<file path="src/rtl/pwm_timer8_pkg.sv">
package pwm_timer8_pkg;

  typedef enum logic [1:0] {
    CLS_PLAIN = 2'd0,
    CLS_FAST  = 2'd1,
    CLS_DUAL  = 2'd2
  } mode_cls_e;

  localparam int NFLAGS   = 3;
  localparam int FLAG_OVF = 0;
  localparam int FLAG_MA  = 1;
  localparam int FLAG_MB  = 2;

  localparam logic [1:0] SEL_CTRL = 2'd0;

  function automatic mode_cls_e mode_class(input logic [2:0] m);
    case (m)
      3'd1, 3'd5: return CLS_DUAL;
      3'd3, 3'd7: return CLS_FAST;
      default:    return CLS_PLAIN;
    endcase
  endfunction

  function automatic logic top_is_a(input logic [2:0] m);
    return (m == 3'd2) || (m == 3'd5) || (m == 3'd7);
  endfunction

endpackage

</file>
<file path="src/rtl/pwm_t8_regs.sv">
module pwm_t8_regs
  import pwm_timer8_pkg::*;
#(
  parameter int W = 8
) (
  input  logic         clk,
  input  logic         rst_n,
  input  logic         wr_en,
  input  logic [1:0]   wr_sel,
  input  logic [W-1:0] wr_data,
  input  logic         load,
  output logic [2:0]   mode_q,
  output logic [1:0]   com_q,
  output logic [W-1:0] a_act,
  output logic [W-1:0] b_act
);
  localparam int NCH = 2;

  logic immediate;
  assign immediate = (mode_class(mode_q) == CLS_PLAIN);

  logic unused_ctrl_bits;
  assign unused_ctrl_bits = &{1'b0, wr_data[3], wr_data[W-1:6]};

  always_ff @(posedge clk or negedge rst_n) begin
    if (!rst_n) begin
      mode_q <= 3'd0;
      com_q  <= 2'd0;
    end else if (wr_en && wr_sel == SEL_CTRL) begin
      mode_q <= wr_data[2:0];
      com_q  <= wr_data[5:4];
    end
  end

  for (genvar gi = 0; gi < NCH; gi++) begin : g_ch
    localparam logic [1:0] MY_SEL = 2'(gi + 1);
    logic [W-1:0] hold_q;
    logic [W-1:0] act_q;
    logic         hit;
    assign hit = wr_en && (wr_sel == MY_SEL);

    always_ff @(posedge clk or negedge rst_n) begin
      if (!rst_n) begin
        hold_q <= '0;
        act_q  <= '0;
      end else begin
        if (hit) hold_q <= wr_data;
        if (hit && immediate)       act_q <= wr_data;
        else if (load && !immediate) act_q <= hold_q;
      end
    end
  end

  assign a_act = g_ch[0].act_q;
  assign b_act = g_ch[1].act_q;

endmodule

</file>
<file path="src/rtl/pwm_t8_counter.sv">
module pwm_t8_counter
  import pwm_timer8_pkg::*;
#(
  parameter int W = 8
) (
  input  logic         clk,
  input  logic         rst_n,
  input  logic         tick,
  input  mode_cls_e    cls,
  input  logic         wrap_at_top,
  input  logic [W-1:0] top_val,
  output logic [W-1:0] count,
  output logic         step_up,
  output logic         at_top,
  output logic         at_zero,
  output logic         at_max
);
  localparam logic [W-1:0] ONE = W'(1);

  logic         up_q;
  logic [W-1:0] nxt;

  assign at_top  = (count == top_val);
  assign at_zero = (count == '0);
  assign at_max  = (count == '1);
  assign step_up = at_zero | (up_q & (count < top_val));

  always_comb begin
    case (cls)
      CLS_FAST: nxt = at_top ? '0 : count + ONE;
      CLS_DUAL: begin
        if (step_up) nxt = (top_val == '0) ? '0 : count + ONE;
        else         nxt = count - ONE;
      end
      default:  nxt = (wrap_at_top && at_top) ? '0 : count + ONE;
    endcase
  end

  always_ff @(posedge clk or negedge rst_n) begin
    if (!rst_n) begin
      count <= '0;
      up_q  <= 1'b1;
    end else if (tick) begin
      count <= nxt;
      up_q  <= step_up;
    end
  end

endmodule

</file>
<file path="src/rtl/pwm_t8_wave.sv">
module pwm_t8_wave
  import pwm_timer8_pkg::*;
(
  input  logic       clk,
  input  logic       rst_n,
  input  logic       tick,
  input  mode_cls_e  cls,
  input  logic [1:0] com,
  input  logic       match_b,
  input  logic       at_top,
  input  logic       step_up,
  input  logic       b_is_top,
  output logic       wave,
  output logic       oe
);
  logic nxt;

  always_comb begin
    nxt = wave;
    if (tick) begin
      case (cls)
        CLS_PLAIN: begin
          if (match_b) begin
            case (com)
              2'b01:   nxt = ~wave;
              2'b10:   nxt = 1'b0;
              2'b11:   nxt = 1'b1;
              default: nxt = wave;
            endcase
          end
        end
        CLS_FAST: begin
          if (com[1]) begin
            if (at_top)       nxt = ~com[0];
            else if (match_b) nxt = com[0];
          end
        end
        CLS_DUAL: begin
          if (com[1]) begin
            if (b_is_top) begin
              if (at_top) nxt = ~com[0];
            end else if (match_b) begin
              nxt = step_up ? com[0] : ~com[0];
            end
          end
        end
        default: nxt = wave;
      endcase
    end
  end

  always_ff @(posedge clk or negedge rst_n) begin
    if (!rst_n) wave <= 1'b0;
    else        wave <= nxt;
  end

  assign oe = (com != 2'b00) && !((com == 2'b01) && (cls != CLS_PLAIN));

endmodule

</file>
<file path="src/rtl/pwm_t8_flags.sv">
module pwm_t8_flags #(
  parameter int N = 3
) (
  input  logic         clk,
  input  logic         rst_n,
  input  logic [N-1:0] set,
  input  logic [N-1:0] clr,
  output logic [N-1:0] q
);
  for (genvar gi = 0; gi < N; gi++) begin : g_flag
    always_ff @(posedge clk or negedge rst_n) begin
      if (!rst_n)       q[gi] <= 1'b0;
      else if (set[gi]) q[gi] <= 1'b1;
      else if (clr[gi]) q[gi] <= 1'b0;
    end
  end
endmodule

</file>
<file path="src/rtl/pwm_timer8.sv">
module pwm_timer8
  import pwm_timer8_pkg::*;
#(
  parameter int W = 8
) (
  input  logic              clk,
  input  logic              rst_n,
  input  logic              tick,
  input  logic              wr_en,
  input  logic [1:0]        wr_sel,
  input  logic [W-1:0]      wr_data,
  input  logic [NFLAGS-1:0] flag_clr,
  output logic [W-1:0]      count,
  output logic              wave_b,
  output logic              wave_b_oe,
  output logic [NFLAGS-1:0] flags
);
  logic [2:0]        mode_q;
  logic [1:0]        com_q;
  logic [W-1:0]      a_act, b_act, top_val;
  mode_cls_e         cls;
  logic              step_up, at_top, at_zero, at_max;
  logic              load, ovf_ev;
  logic [NFLAGS-1:0] flag_set;

  assign cls     = mode_class(mode_q);
  assign top_val = top_is_a(mode_q) ? a_act : '1;
  assign load    = tick && (cls != CLS_PLAIN) && at_top;

  always_comb begin
    case (cls)
      CLS_DUAL: ovf_ev = at_zero;
      CLS_FAST: ovf_ev = at_top;
      default:  ovf_ev = at_max;
    endcase
    flag_set           = '0;
    flag_set[FLAG_OVF] = tick && ovf_ev;
    flag_set[FLAG_MA]  = tick && (count == a_act);
    flag_set[FLAG_MB]  = tick && (count == b_act);
  end

  pwm_t8_regs #(.W(W)) u_regs (
    .clk(clk), .rst_n(rst_n), .wr_en(wr_en), .wr_sel(wr_sel),
    .wr_data(wr_data), .load(load), .mode_q(mode_q), .com_q(com_q),
    .a_act(a_act), .b_act(b_act)
  );

  pwm_t8_counter #(.W(W)) u_cnt (
    .clk(clk), .rst_n(rst_n), .tick(tick), .cls(cls),
    .wrap_at_top(mode_q == 3'd2), .top_val(top_val), .count(count),
    .step_up(step_up), .at_top(at_top), .at_zero(at_zero), .at_max(at_max)
  );

  pwm_t8_wave u_wave (
    .clk(clk), .rst_n(rst_n), .tick(tick), .cls(cls), .com(com_q),
    .match_b(count == b_act), .at_top(at_top), .step_up(step_up),
    .b_is_top(b_act == top_val), .wave(wave_b), .oe(wave_b_oe)
  );

  pwm_t8_flags #(.N(NFLAGS)) u_flags (
    .clk(clk), .rst_n(rst_n), .set(flag_set), .clr(flag_clr), .q(flags)
  );

endmodule

</file>
<file path="config.mk">
export PLATFORM = sky130hd
export DESIGN_NAME = pwm_timer8
export DESIGN_NICKNAME = d
export VERILOG_FILES = /design/src/rtl/pwm_timer8_pkg.sv /design/src/rtl/pwm_t8_regs.sv /design/src/rtl/pwm_t8_counter.sv /design/src/rtl/pwm_t8_wave.sv /design/src/rtl/pwm_t8_flags.sv /design/src/rtl/pwm_timer8.sv
export SDC_FILE = /design/constraint.sdc
export NUM_CORES = 1
export LEC_CHECK = 0
export CORE_MARGIN = 2
export CORE_UTILIZATION = 45
export CTS_CLUSTER_DIAMETER = 120
export DETAILED_ROUTE_END_ITERATION = 8
export DONT_BUFFER_PORTS = 1
export PLACE_DENSITY_LB_ADDON = 0.15
export SLEW_MARGIN = 20
export SYNTH_ARGS = -nofsm -noshare
export SYNTH_HDL_FRONTEND = slang
export SYNTH_SLANG_ARGS = --single-unit
</file>
<file path="constraint.sdc">
create_clock -name clk -period 4.8 [get_ports clk]
set_input_delay 0.48 -clock clk [delete_from_list [all_inputs] [get_ports clk]]
set_output_delay 0.48 -clock clk [all_outputs]
set_load 0.02 [all_outputs]
</file>
# Yosys cells after proc, flatten, opt, wreduce, memory -nomap -nowiden
# Cells that the tools add are included.
# op_classes
add_sub_neg	2
mul	0
div	0
magnitude_cmp	1
n_eq_ne	24
shifts	0
muxes	29
bitwise_logic	4
n_reduce_logical	33
# ops
operator	count
$mux 8	9
$eq 8x8->1	4
$logic_not 8->1	2
$pmux 8 s2	1
$mux 1	15
$logic_and 1x1->1	14
$reduce_bool 2->1	7
$reduce_and 9->1	1
$add 8x1->8 const B	1
$eq 2x2->1 const B	4
$eq 8x8->1 const B	1
$lt 8x8->1	1
$sub 8x1->8 const B	1
$eq 2x1->1 const B	3
$eq 3x2->1 const B	2
$eq 3x3->1 const B	2
$pmux 1 s3	2
$logic_not 2->1	2
$ne 2x2->1 const B	2
$ne 4x1->1 const B	1
$pmux 2 s2	1
$reduce_or 2->1	2
$eq 3x1->1 const B	1
$ne 3x1->1 const B	1
10 further kinds	13
# word_totals
regBits	50
latch_bits	0
ramBits	0
rom_bits	0
input_bits	17
out_inout_bits	13
elab_cells	105
n_memories	0

# Depth between registers and ports, before layout
# Gate-level depths: netlist of the first run.
# logic_depth
ltp_word	12
ltp_mapped	12
depth_no_buf	10

# Cells and area by module
# A second synthesis of the first run with hierarchy kept.
# hier_totals
hier_cells	366
area_unflattened_um2	3559.7
# modules_own_cells
mod	instances	cells_per_inst	area_per_inst_um2	seq_area_each_um2
pwm_t8_regs	1	105	1540.2	925.9
pwm_t8_counter	1	140	1089.8	226.5
pwm_timer8	1	79	571.8	0.0
pwm_t8_wave	1	33	249.0	25.0
pwm_t8_flags	1	9	108.9	75.1

# Worst setup path after synthesis of the first run
# OpenSTA, ideal clock, no wires.
# synth_timing
kind	flip-flop to flip-flop
from	register u_regs.mode_q[1]
to	register u_regs.g_ch[1].act_q[6], in the netlist u_regs.b_act[6]
setup_time_ns	0.136
arrival_ns	2.624
required_ns	4.664
setup_slack_ns	2.040
path_stages_with_launch	12
n_path_buf	3
period_less_slack_ns	2.760
path_cell_list	dfrtp_1 -> buf_6 -> or4b_1 -> and2_1 -> ha_1 -> nand4_1 -> nor2_1 -> and3_1 -> buf_2 -> buf_2 -> mux2i_1 -> o21ai_0
# synth_between
elab_chain_len	8
word_cells_on_any_way	21
classes_between	6 x eq/ne; 3 x mux; 12 x reduce/logical
# synth_rtl
element	line_no	source
from (decl)	pwm_t8_regs.sv:12	output logic [2:0] mode_q,
from (signal assigned)	pwm_t8_regs.sv:30	mode_q <= wr_data[2:0];
$eq 3x2->1, or another cell as far along	pwm_timer8_pkg.sv:25	return (m == 3'd2) || (m == 3'd5) || (m == 3'd7);
$logic_or 1x1->1 or $reduce_or 2->1 (tied branches)	pwm_timer8_pkg.sv:25, pwm_timer8_pkg.sv:17	
$logic_or 1x1->1 or $pmux 2 s2 (tied branches)	pwm_timer8_pkg.sv:25, pwm_timer8_pkg.sv:17	
$mux 8 or $reduce_bool 2->1 (tied branches)	pwm_timer8.sv:27, pwm_timer8.sv:28	
$eq 8x8->1 or $logic_and 1x1->1 (tied branches)	pwm_t8_counter.sv:23, pwm_timer8.sv:28	
$logic_and 1x1->1	pwm_timer8.sv:28	assign load = tick && (cls != CLS_PLAIN) && at_top;
$logic_and 1x1->1	pwm_t8_regs.sv:49	else if (load && !immediate) act_q <= hold_q;
$reduce_bool 2->1 (no line)	--	
to (signal assigned)	pwm_t8_regs.sv:48	if (hit && immediate) act_q <= wr_data;
to (signal assigned)	pwm_t8_regs.sv:49	
to (decl)	pwm_t8_regs.sv:38	logic [W-1:0] act_q;
# Several ways; a longest one is shown, not always the timed one.
# A chain may end at the register's enable or synchronous reset.

# Worst setup path in the final report of the first run
# layout_timing
from	register u_regs.mode_q[0]
to	register u_regs.g_ch[1].act_q[2], in the netlist u_regs.b_act[2]
# Same word-level chain as after synthesis.

==> impl_metrics.py, run 1 <==
metrics = {
    "critical_path": {
        "worstPathArrival_ns": 3.97,
        "rrSetupSlack_ns": 0.99,
        "cp-start-kind": "flop",
        "critical_path.top_delay_family": "simple AND/OR/NAND/NOR gates",
        "cp_slowest_cell": "and3_1",
        "path_buf_inv": 0,
        "r2r-end": "u_regs.b_act[2]",
        "r2r_start": "u_regs.mode_q[0]",
        "path_max_fanout": 36,
        "rr_worst_depth": 8,
        "slowest_delay_ns": 0.86,
        "crit_required_ns": 4.96,
        "critPathCaptureType": "flop",
        "worstSetupPathType": "flop to flop",
        "worstPathCellList": "or4b_1 > and2_1 > ha_1 > nand4_1 > nor2_1 > and3_1 > mux2i_1 > o21ai_0",
    },
    "synthesis": {
        "synthAdderAreaFrac_pct": 4.91,
        "synth_xor_area_share_pct": 4.76,
        "syn_avg_cell_area_um2": 9.38,
        "synth.area.mux_share_pct": 10.7,
        "yosys.area_share.simple_pct": 20.7,
        "ys_seq_area_share_pct": 37.8,
        "ys_ff_latch": 50,
        "async_reset_ff_share_pct": 100,
        "synth_top_family_by_area": "simple AND/OR/NAND/NOR gates",
        "synth_cell_types": 53,
        "synth_cells": 353,
        "synth.net_count": 383,
        "synth_edf_count": 0,
        "synth_compound_area_share_pct": 17.0,
        "netlist_area_um2": 3310,
        "synth_flop_cell": "dfrtp_1",
        "ys_warn_count": 0,
    },
    "floorplanning": {
        "num_rows": 31,
        "io_pins": 30,
        "initial_core_util_pct": 46.2,
        "die_w_um": 89.8,
        "dieArea_um2": 8060,
        "die_y_um": 89.8,
        "core_area_um2": 7180,
    },
    "pwr": {
        "p_per_area_nw_per_um2": 469,
        "p_leak_nw": 1.39,
        "finalPower_mw": 1.64,
        "vdd_ir_drop_max_uv": 185,
    },
    "routing": {
        "drt_iter0_drc": 125,
        "via_per_inst": 5.89,
        "remaining_drc_errors": 0,
        "first_pass_iters": 4,
        "drt-total-wl_um": 7860,
        "dr_total_vias": 2611,
        "ant_nets": 0,
        "wl_per_cell_um": 17.7,
    },
    "timing": {
        "finalSetupViolCount": 0,
        "hold_slack_ns": 0.0104,
        "rsz0062_at_grt": "no",
        "slew_viol_final": 0,
        "relSlewSlack_pct": 27.6,
        "hold_viol": 0,
        "skew_ns": 0.00772,
        "layout_setup_ws_ns": 0.994,
        "fin_crit_sh_pct": 79.3,
        "min_period_ns": 3.81,
        "finalSetupTns_ns": 0,
        "tightest_slew_ns": 1.09,
        "clock.fmax_mhz": 263,
    },
    "grt": {
        "grt_pass1_wl_um": 12900,
        "grt_max_degree": 51,
        "overflow": 0,
        "groute.usage.overall_pct": 19.8,
        "antenna_found_initial": 0,
        "grt_pass1_vias": 2437,
    },
    "cts": {
        "clk_pin_slew_ns": 0.10,
        "cts-htree-levels": 2,
        "cts_hold_buf": 1,
        "cts_buffers": 5,
        "clk_latency_ns": 0.31,
        "cts_tree": "built",
        "cts_sinks": 50,
        "clockBufferDepth": 2,
        "ctsResizeCount": 0,
        "postCtsSetupBuffers": 0,
        "root_buffer": "clkbuf_8",
    },
    "place": {
        "portBuffers": 0,
        "placed_cell_area_um2": 3350,
        "place_ws_ns": 1.08,
        "post-dp-hpwl_um": 5590,
        "gp_congestion": 0.852,
    },
    "cells_and_area": {
        "fillCellCount": 702,
        "diodes": 0,
        "final_cell_mix": "49 x dfrtp_1, 36 x nand2_1, 28 x o21ai_0",
        "finalInstanceArea_um2": 3490,
        "synthToLayoutAreaGrowth_pct": 5.52,
        "final-seq-area_um2": 1250,
        "final_common_cell": "dfrtp_1",
        "layout-drive-gt1-share_pct": 12.8,
        "multi_input_area_um2": 1930,
        "layout.nets": 373,
    },
    "run_status": {
        "status": "finished, final reports clean",
    },
    "job": {
        "drv_cap": 0,
    },
    "worst_hold_path": {
        "hold_class": "input pin to asynchronous set/reset pin",
    },
}
==> Yosys cell counts (all sizes together) (2+ instances only) <==
library cell	n	area, um^2
nor2	21	78.8
and3	8	50.1
o21ai	31	159
a21o	8	60.1
mux2	19	214
xnor2	10	87.6
dfrtp	49	1230
clkbuf	11	41.3
o32ai	2	17.5
a21oi	13	65.1
nand2	37	141
a211oi	3	27.5
nor3	7	40.0
o221a	2	22.5
a211o	2	17.5
buf	9	55.1
and2	2	12.5
ha	13	163
nand2b	2	12.5
inv	10	37.5
nor3b	2	15.0
a31oi	6	37.5
nand4	8	50.1
a22o	2	17.5
a22oi	6	55.1
nor4	2	12.5
mux2i	14	140
or4b	8	95.1
xor2	8	70.1
nand3b	12	90.1
nand3	13	65.1
==> through the flow <==
stage / utilization, % / std cells
after floorplan: - / 353
after global routing: 48.7 / 443
final: 48.7 / 443
after detailed placement: 46.7 / 434
after global placement: 46.7 / 434
after CTS: 48.7 / 443
==> power by group <==
part           leakage (nW)  internal [mW]  switching (mW)  total, mW
Combinational         0.737          0.275           0.289      0.564
Clock                0.0585          0.157           0.153      0.310
Sequential            0.599          0.527           0.237      0.764
Total                  1.39          0.958           0.679       1.64
==> worst register-to-register path, stage by stage, from the launching register on <==
cell and delay (ns):
dfrtp_1 0.80, or4b_1 0.73, and2_1 0.17, ha_1 0.27
nand4_1 0.09, nor2_1 0.38, and3_1 0.86, mux2i_1 0.28
o21ai_0 0.10
==> cell type report <==
type	instances	area share [%]
clock buffer	5	1.97
clock inverter	3	1.25
inverter	10	1.07
multi-input combinational	273	55.1
sequential	50	35.8
tap	99	3.54
timing repair buffer	3	1.22
==> worst max path at each step <==
stage                           from              end  depth (start not counted)
global route        u_regs.mode_q[0]  u_regs.a_act[0]                          8
floorplan           u_regs.mode_q[1]  u_regs.b_act[6]                         11
finish              u_regs.mode_q[0]  u_regs.b_act[2]                          8
CTS                 u_regs.mode_q[0]  u_regs.b_act[2]                          8
global placement    u_regs.mode_q[0]  u_regs.b_act[7]                          8
detailed placement  u_regs.mode_q[0]  u_regs.b_act[2]                          8
==> per-layer routing <==
metal  up-vias  routed length (um)  track usage [%]
li1       1278                   -                -
met1      1269                3770             27.8
met2        54                3660             31.1
met3        10                 316             3.44
met4         0                 105             6.41
met5         -                   0                0
==> logic make-up (layout without fill, tap and decap cells) <==
logic type | Yosys count | in the layout
buffers and inverters | 30 | 21
AO/OA/AOI/OAI | 84 | 84
adder cells (fa/ha/maj) | 13 | 13
AND/OR/NAND/NOR | 125 | 125
flip-flops | 50 | 50
multiplexers | 33 | 33
XOR/XNOR | 18 | 18
==> state kept, by name, summed over array words and instances, names as in the netlist <==
name / flops
u_regs.a_act: 8
u_wave.wave: 1
u_cnt.count: 8
u_cnt.up_q: 1
u_regs.g_ch.hold_q: 16
u_flags.q: 3
u_regs.b_act: 8
u_regs.com_q: 2
u_regs.mode_q: 3
No activity file was read; power rests on OpenSTA's default activity.
==> run 2, diff against run 1 <==
Clock period 4.8 ns to 3.9 ns, I/O delays scaled along.
==> run 2 against run 1 <==
Utilization up 0.30 points; critical path depth up 2; total power up 21%; worst setup slack worse by 0.33 ns; clock-buffer cell count unchanged; critical endpoint is now u_cnt.count[6]; largest cell class unchanged.
==> impl_metrics.py, run 2 (synthesized netlist as in run 1, its figures left out) <==
metrics = {
    "run_status": {
        "status": "finished, final reports clean",
    },
    "grt": {
        "busiest_layer": "met2",
        "overflow": 0,
        "groute.usage.overall_pct": 20.5,
        "use_met1_pct": 27.8,
        "use_met2_pct": 33.5,
        "grt_max_degree": 51,
        "grt_pass1_wl_um": 13300,
        "use_met3_pct": 3.77,
        "grt_pass1_vias": 2514,
        "antenna_found_initial": 0,
    },
    "worst_hold_path": {
        "hold_class": "input pin to flop",
        "whs_path_depth": 1,
        "hp-start": "tick",
        "hold_end": "u_cnt.up_q",
    },
    "timing": {
        "skew_ns": 0.0119,
        "fin_crit_sh_pct": 83.0,
        "finalSetupViolCount": 0,
        "rsz0062_at_grt": "no",
        "tightest_slew_ns": 0.888,
        "hold_viol": 0,
        "relSlewSlack_pct": 40.6,
        "finalSetupTns_ns": 0,
        "slew_viol_final": 0,
        "min_period_ns": 3.24,
        "hold_slack_ns": 0.138,
        "clock.fmax_mhz": 309,
        "layout_setup_ws_ns": 0.663,
    },
    "critical_path": {
        "worstPathArrival_ns": 3.40,
        "worstSetupPathType": "flop to flop",
        "cp-start-kind": "flop",
        "r2r_start": "u_regs.mode_q[0]",
        "slowest_delay_ns": 0.57,
        "crit_required_ns": 4.07,
        "cp_slowest_cell": "dfrtp_1",
        "critPathCaptureType": "flop",
        "worstPathCellList": "buf_4 > or4b_4 > nand2_1 > ha_1 > nand4_1 > nor2_1 > a31oi_1 > a211oi_2 > o221a_2 > a22oi_1",
        "path_max_fanout": 19,
        "r2r-end": "u_cnt.count[6]",
        "rrSetupSlack_ns": 0.66,
        "rr_worst_depth": 10,
    },
    "cells_and_area": {
        "fillCellCount": 670,
        "finalInstanceArea_um2": 3520,
        "fin_util_pct": 49.0,
        "layout-drive-gt1-share_pct": 14.0,
        "diodes": 0,
        "largest_reg_flops": 16,
        "regMostFlops": "u_regs.g_ch.hold_q",
        "stdcell_count": 448,
        "final_cell_mix": "49 x dfrtp_1, 36 x nand2_1, 28 x o21ai_0",
        "synthToLayoutAreaGrowth_pct": 6.16,
        "layout.nets": 378,
        "final_common_cell": "dfrtp_1",
    },
    "cts": {
        "cts_sinks": 50,
        "cts-htree-levels": 2,
        "cts_buffers": 5,
        "postCtsSetupBuffers": 0,
        "cts_tree": "built",
        "clk_pin_slew_ns": 0.11,
        "clockBufferDepth": 2,
        "clk_latency_ns": 0.32,
        "root_buffer": "clkbuf_8",
    },
    "routing": {
        "drt_iter0_drc": 155,
        "ant_nets": 0,
        "drt-total-wl_um": 8030,
        "remaining_drc_errors": 0,
        "wl_per_cell_um": 17.9,
        "dr_total_vias": 2629,
        "via_per_inst": 5.87,
        "first_pass_iters": 5,
    },
    "floorplanning": {
        "initial_core_util_pct": 46.2,
        "num_rows": 31,
        "die_w_um": 89.8,
        "dieArea_um2": 8060,
        "io_pins": 30,
        "die_y_um": 89.8,
        "core_area_um2": 7180,
    },
    "place": {
        "portBuffers": 0,
        "placed_cell_area_um2": 3380,
        "post-dp-hpwl_um": 5750,
        "placed_cells": 438,
        "place_ws_ns": 0.718,
        "gp_congestion": 0.881,
    },
    "pwr": {
        "p_leak_nw": 1.41,
        "p_per_area_nw_per_um2": 566,
        "finalPower_mw": 1.99,
        "vdd_ir_drop_max_uv": 279,
    },
    "job": {
        "drv_cap": 0,
    },
}
[run 2: cell types whose count changed in the layout (fill, tap and decap cells not counted), sizes merged]
cell         delta
bufinv          -1
dlygate4sd3     +1
buf             +4
inv             +1
[run 2: final cells by class]
class	count	area, um^2	area share [%]
tap	99	124	3.52
timing repair buffer	8	82.6	2.35
clock inverter	3	22.5	0.641
multi-input combinational	273	1930	54.8
sequential	50	1250	35.6
inverter	10	37.5	1.07
clock buffer	5	68.8	1.96
[run 2: timing repair]
| item | CTS | global route |
|---|---|---|
| hold buffers | 2 | 0 |
| endpoints found under the hold margin | 50 | 0 |
| gates resized for setup | 0 | 0 |
[run 2: how the worst max path moves through the flow]
stage | startpoint | end | slack [ns] | cells past startpoint
2_1_floorplan | u_regs.mode_q[1] | u_regs.b_act[6] | 1.14 | 11
3_3_place_gp | u_regs.mode_q[0] | u_cnt.count[6] | 0.84 | 9
3_5_place_dp | u_regs.mode_q[0] | u_cnt.count[3] | 0.72 | 10
4_1_cts | u_regs.mode_q[0] | u_cnt.count[3] | 0.69 | 10
5_1_grt | u_regs.mode_q[0] | u_cnt.count[6] | 0.40 | 10
6_report | u_regs.mode_q[0] | u_cnt.count[6] | 0.66 | 10
[run 2: routing by layer]
metal / up-vias / share of wire, %
li1: 1286 / -
met1: 1268 / 47
met2: 64 / 46
met3: 11 / 4.6
met4: 0 / 2.0
met5: - / 0
[run 2: power breakdown]
part	total, mW	leakage, nW	internal [mW]	switching, mW
Combinational	0.748	0.760	0.352	0.396
Sequential	0.916	0.599	0.649	0.268
Clock	0.325	0.0489	0.130	0.195
Total	1.99	1.41	1.13	0.858
[run 2: critical path: cells and delay by family (launching register included)]
kind	cells	cell delay, ns
and+or+nand+nor	4	1.16
AOI/OAI and AO/OA	4	0.95
DFF	1	0.57
buffers and inverters	1	0.29
adders and majority gates	1	0.12
==> run 3, diff against run 2 <==
Clock period 3.9 ns to 2.6 ns, I/O delays scaled along.
==> run 3 against run 2 <==
The run now ends with setup timing left; largest cell class unchanged; register-to-register slack got worse by 0.81 ns; highest routed layer unchanged; via count up 9.5%; worst hold slack got worse by 0.13 ns; utilization increased by 10 points; clock-buffer cell count increased by 1; fmax up 18%; sequential share of layout area shrank 6.2 points.
==> impl_metrics.py, run 3 (synthesized netlist as in run 1, its figures left out) <==
metrics = {
    "run_status": {
        "status": "complete, but fails checks",
        "violations": "setup timing",
    },
    "pwr": {
        "vdd_ir_drop_max_uv": 396,
        "p_leak_nw": 1.70,
        "p_per_area_nw_per_um2": 841,
    },
    "cells_and_area": {
        "final_common_cell": "buf_4",
        "multi_input_area_um2": 2210,
        "final-seq-area_um2": 1250,
        "diodes": 0,
        "regMostFlops": "u_regs.g_ch.hold_q",
        "largest_reg_flops": 16,
        "layout.nets": 430,
        "final_cell_mix": "48 x buf_4, 47 x dfrtp_1, 30 x nand2_1",
        "synthToLayoutAreaGrowth_pct": 28.8,
        "fillCellCount": 621,
        "layout-drive-gt1-share_pct": 35.4,
        "finalInstanceArea_um2": 4270,
    },
    "critical_path": {
        "cp-start-kind": "flop",
        "cp_slowest_cell": "or4b_4",
        "crit_required_ns": 2.84,
        "worstPathArrival_ns": 2.98,
        "r2r-end": "u_wave.wave",
        "rr_worst_depth": 13,
        "path_max_fanout": 6,
        "rrSetupSlack_ns": -0.14,
        "worstSetupPathType": "flop to flop",
        "slowest_delay_ns": 0.54,
        "r2r_start": "u_regs.mode_q[0]",
        "critPathCaptureType": "flop",
        "worstPathCellList": "buf_6 > or4b_4 > nand2_4 > ha_4 > nand4_1 > nor2_4 > buf_4 > buf_6 > buf_4 > nand3_2 > a21oi_2 > a211oi_2 > a31oi_1",
    },
    "timing": {
        "layout_setup_ws_ns": -0.143,
        "slew_viol_final": 0,
        "fin_crit_sh_pct": 106,
        "hold_viol": 0,
        "tightest_slew_ns": 0.448,
        "finalSetupViolCount": 22,
        "skew_ns": 0.00876,
        "relSlewSlack_pct": 70.1,
        "min_period_ns": 2.74,
        "clock.fmax_mhz": 365,
        "rsz0062_at_grt": "yes",
    },
    "worst_hold_path": {
        "whs_path_depth": 1,
        "hold_end": "u_cnt.up_q",
        "hp-start": "tick",
        "hold_class": "input pin to flop",
    },
    "cts": {
        "clockBufferDepth": 2,
        "cts_buffers": 5,
        "clk_pin_slew_ns": 0.10,
        "clk_latency_ns": 0.31,
        "cts_sinks": 50,
        "cts-htree-levels": 2,
        "root_buffer": "clkbuf_8",
        "cts_tree": "built",
    },
    "routing": {
        "via_per_inst": 5.76,
        "ant_nets": 0,
        "drt_iter0_drc": 133,
        "first_pass_iters": 4,
        "dr_total_vias": 2878,
        "wl_per_cell_um": 18.4,
        "remaining_drc_errors": 0,
        "drt-total-wl_um": 9220,
    },
    "floorplanning": {
        "dieArea_um2": 8060,
        "io_pins": 30,
        "initial_core_util_pct": 46.2,
        "die_y_um": 89.8,
        "die_w_um": 89.8,
        "core_area_um2": 7180,
        "num_rows": 31,
    },
    "grt": {
        "use_met2_pct": 39.5,
        "overflow": 0,
        "use_met3_pct": 4.61,
        "grt_pass1_wl_um": 15300,
        "use_met1_pct": 30.2,
        "groute.usage.overall_pct": 23.2,
        "grt_pass1_vias": 3048,
        "busiest_layer": "met2",
        "grt_max_degree": 51,
        "antenna_found_initial": 0,
    },
    "place": {
        "placed_cell_area_um2": 3750,
        "place_ws_ns": -0.216,
        "gp_congestion": 0.896,
        "post-dp-hpwl_um": 6500,
        "portBuffers": 0,
    },
    "job": {
        "drv_cap": 0,
    },
}
run 3: changes by cell type in the layout (fill, tap and decap cells not counted), sizes merged:
cell / previous run / this run
clkinvlp: 0 / 1
bufinv: 0 / 1
clkinv: 1 / 0
clkbuf: 5 / 7
buf: 7 / 58
inv: 12 / 10
run 3: timing repair:
action                                  4_1_cts  5_1_grt
endpoints found under the setup margin       25       26
gates cloned                                  0        1
endpoints found under the hold margin        50        0
pin swaps                                    23       26
resized for setup                            40       40
hold buffers                                  2        0
setup buffers                                 5        2
run 3: layer usage:
metal | wire length (um) | vias up
met1 | 3940 | 1387
met3 | 560 | 19
met4 | 187 | 0
met2 | 4540 | 84
met5 | 0 | -
li1 | - | 1388
run 3: critical path, delay by kind of cell (launching register included):
family                   cells  cell delay [ns]
AND/OR/NAND/NOR              5             1.20
flip-flops                   1             0.47
adder cells (fa/ha/maj)      1             0.13
buffers and inverters        4             0.50
AO/OA/AOI/OAI                3             0.37
run 3: metrics by stage:
stage               hold slack (ns)  power (mW)  cells  util (%)  setup TNS [ns]
floorplan                   -0.0356        2.19    353         -               0
global placement            -0.0338        2.67    483      52.2           -2.06
detailed placement          -0.0338        2.71    483      52.2           -3.24
CTS                         0.00719        3.45    497      57.1          -0.997
global route                 0.0224        3.84    500      59.4           -4.29
finish                       0.0103        3.59    500      59.4           -1.96
run 3: area by class of cell:
| type | count | area share (%) |
|---|---|---|
| clock inverters | 2 | 0.880 |
| inverters | 10 | 0.880 |
| repair buffers | 60 | 12.5 |
| flip-flops and latches | 50 | 29.4 |
| multi-input cells | 273 | 51.7 |
| clock buffers | 6 | 1.70 |
| well taps | 99 | 2.90 |
run 3: how the worst max path moves through the flow:
stage	slack (ns)	from	end	cells after the start
after floorplan	0.002	u_regs.mode_q[1]	u_cnt.count[3]	10
after global placement	-0.14	u_regs.mode_q[0]	u_cnt.count[3]	9
after detailed placement	-0.22	u_regs.mode_q[0]	u_cnt.count[3]	11
after CTS	-0.09	u_regs.mode_q[0]	u_cnt.count[3]	10
after global routing	-0.25	u_regs.mode_q[2]	u_wave.wave	13
final	-0.14	u_regs.mode_q[0]	u_wave.wave	13
run 3: power by group:
| part | internal (mW) | switching, mW | leakage (nW) |
|---|---|---|---|
| Combinational | 0.855 | 0.943 | 1.05 |
| Sequential | 0.978 | 0.243 | 0.596 |
| Clock | 0.288 | 0.283 | 0.0514 |
| Total | 2.12 | 1.47 | 1.70 |
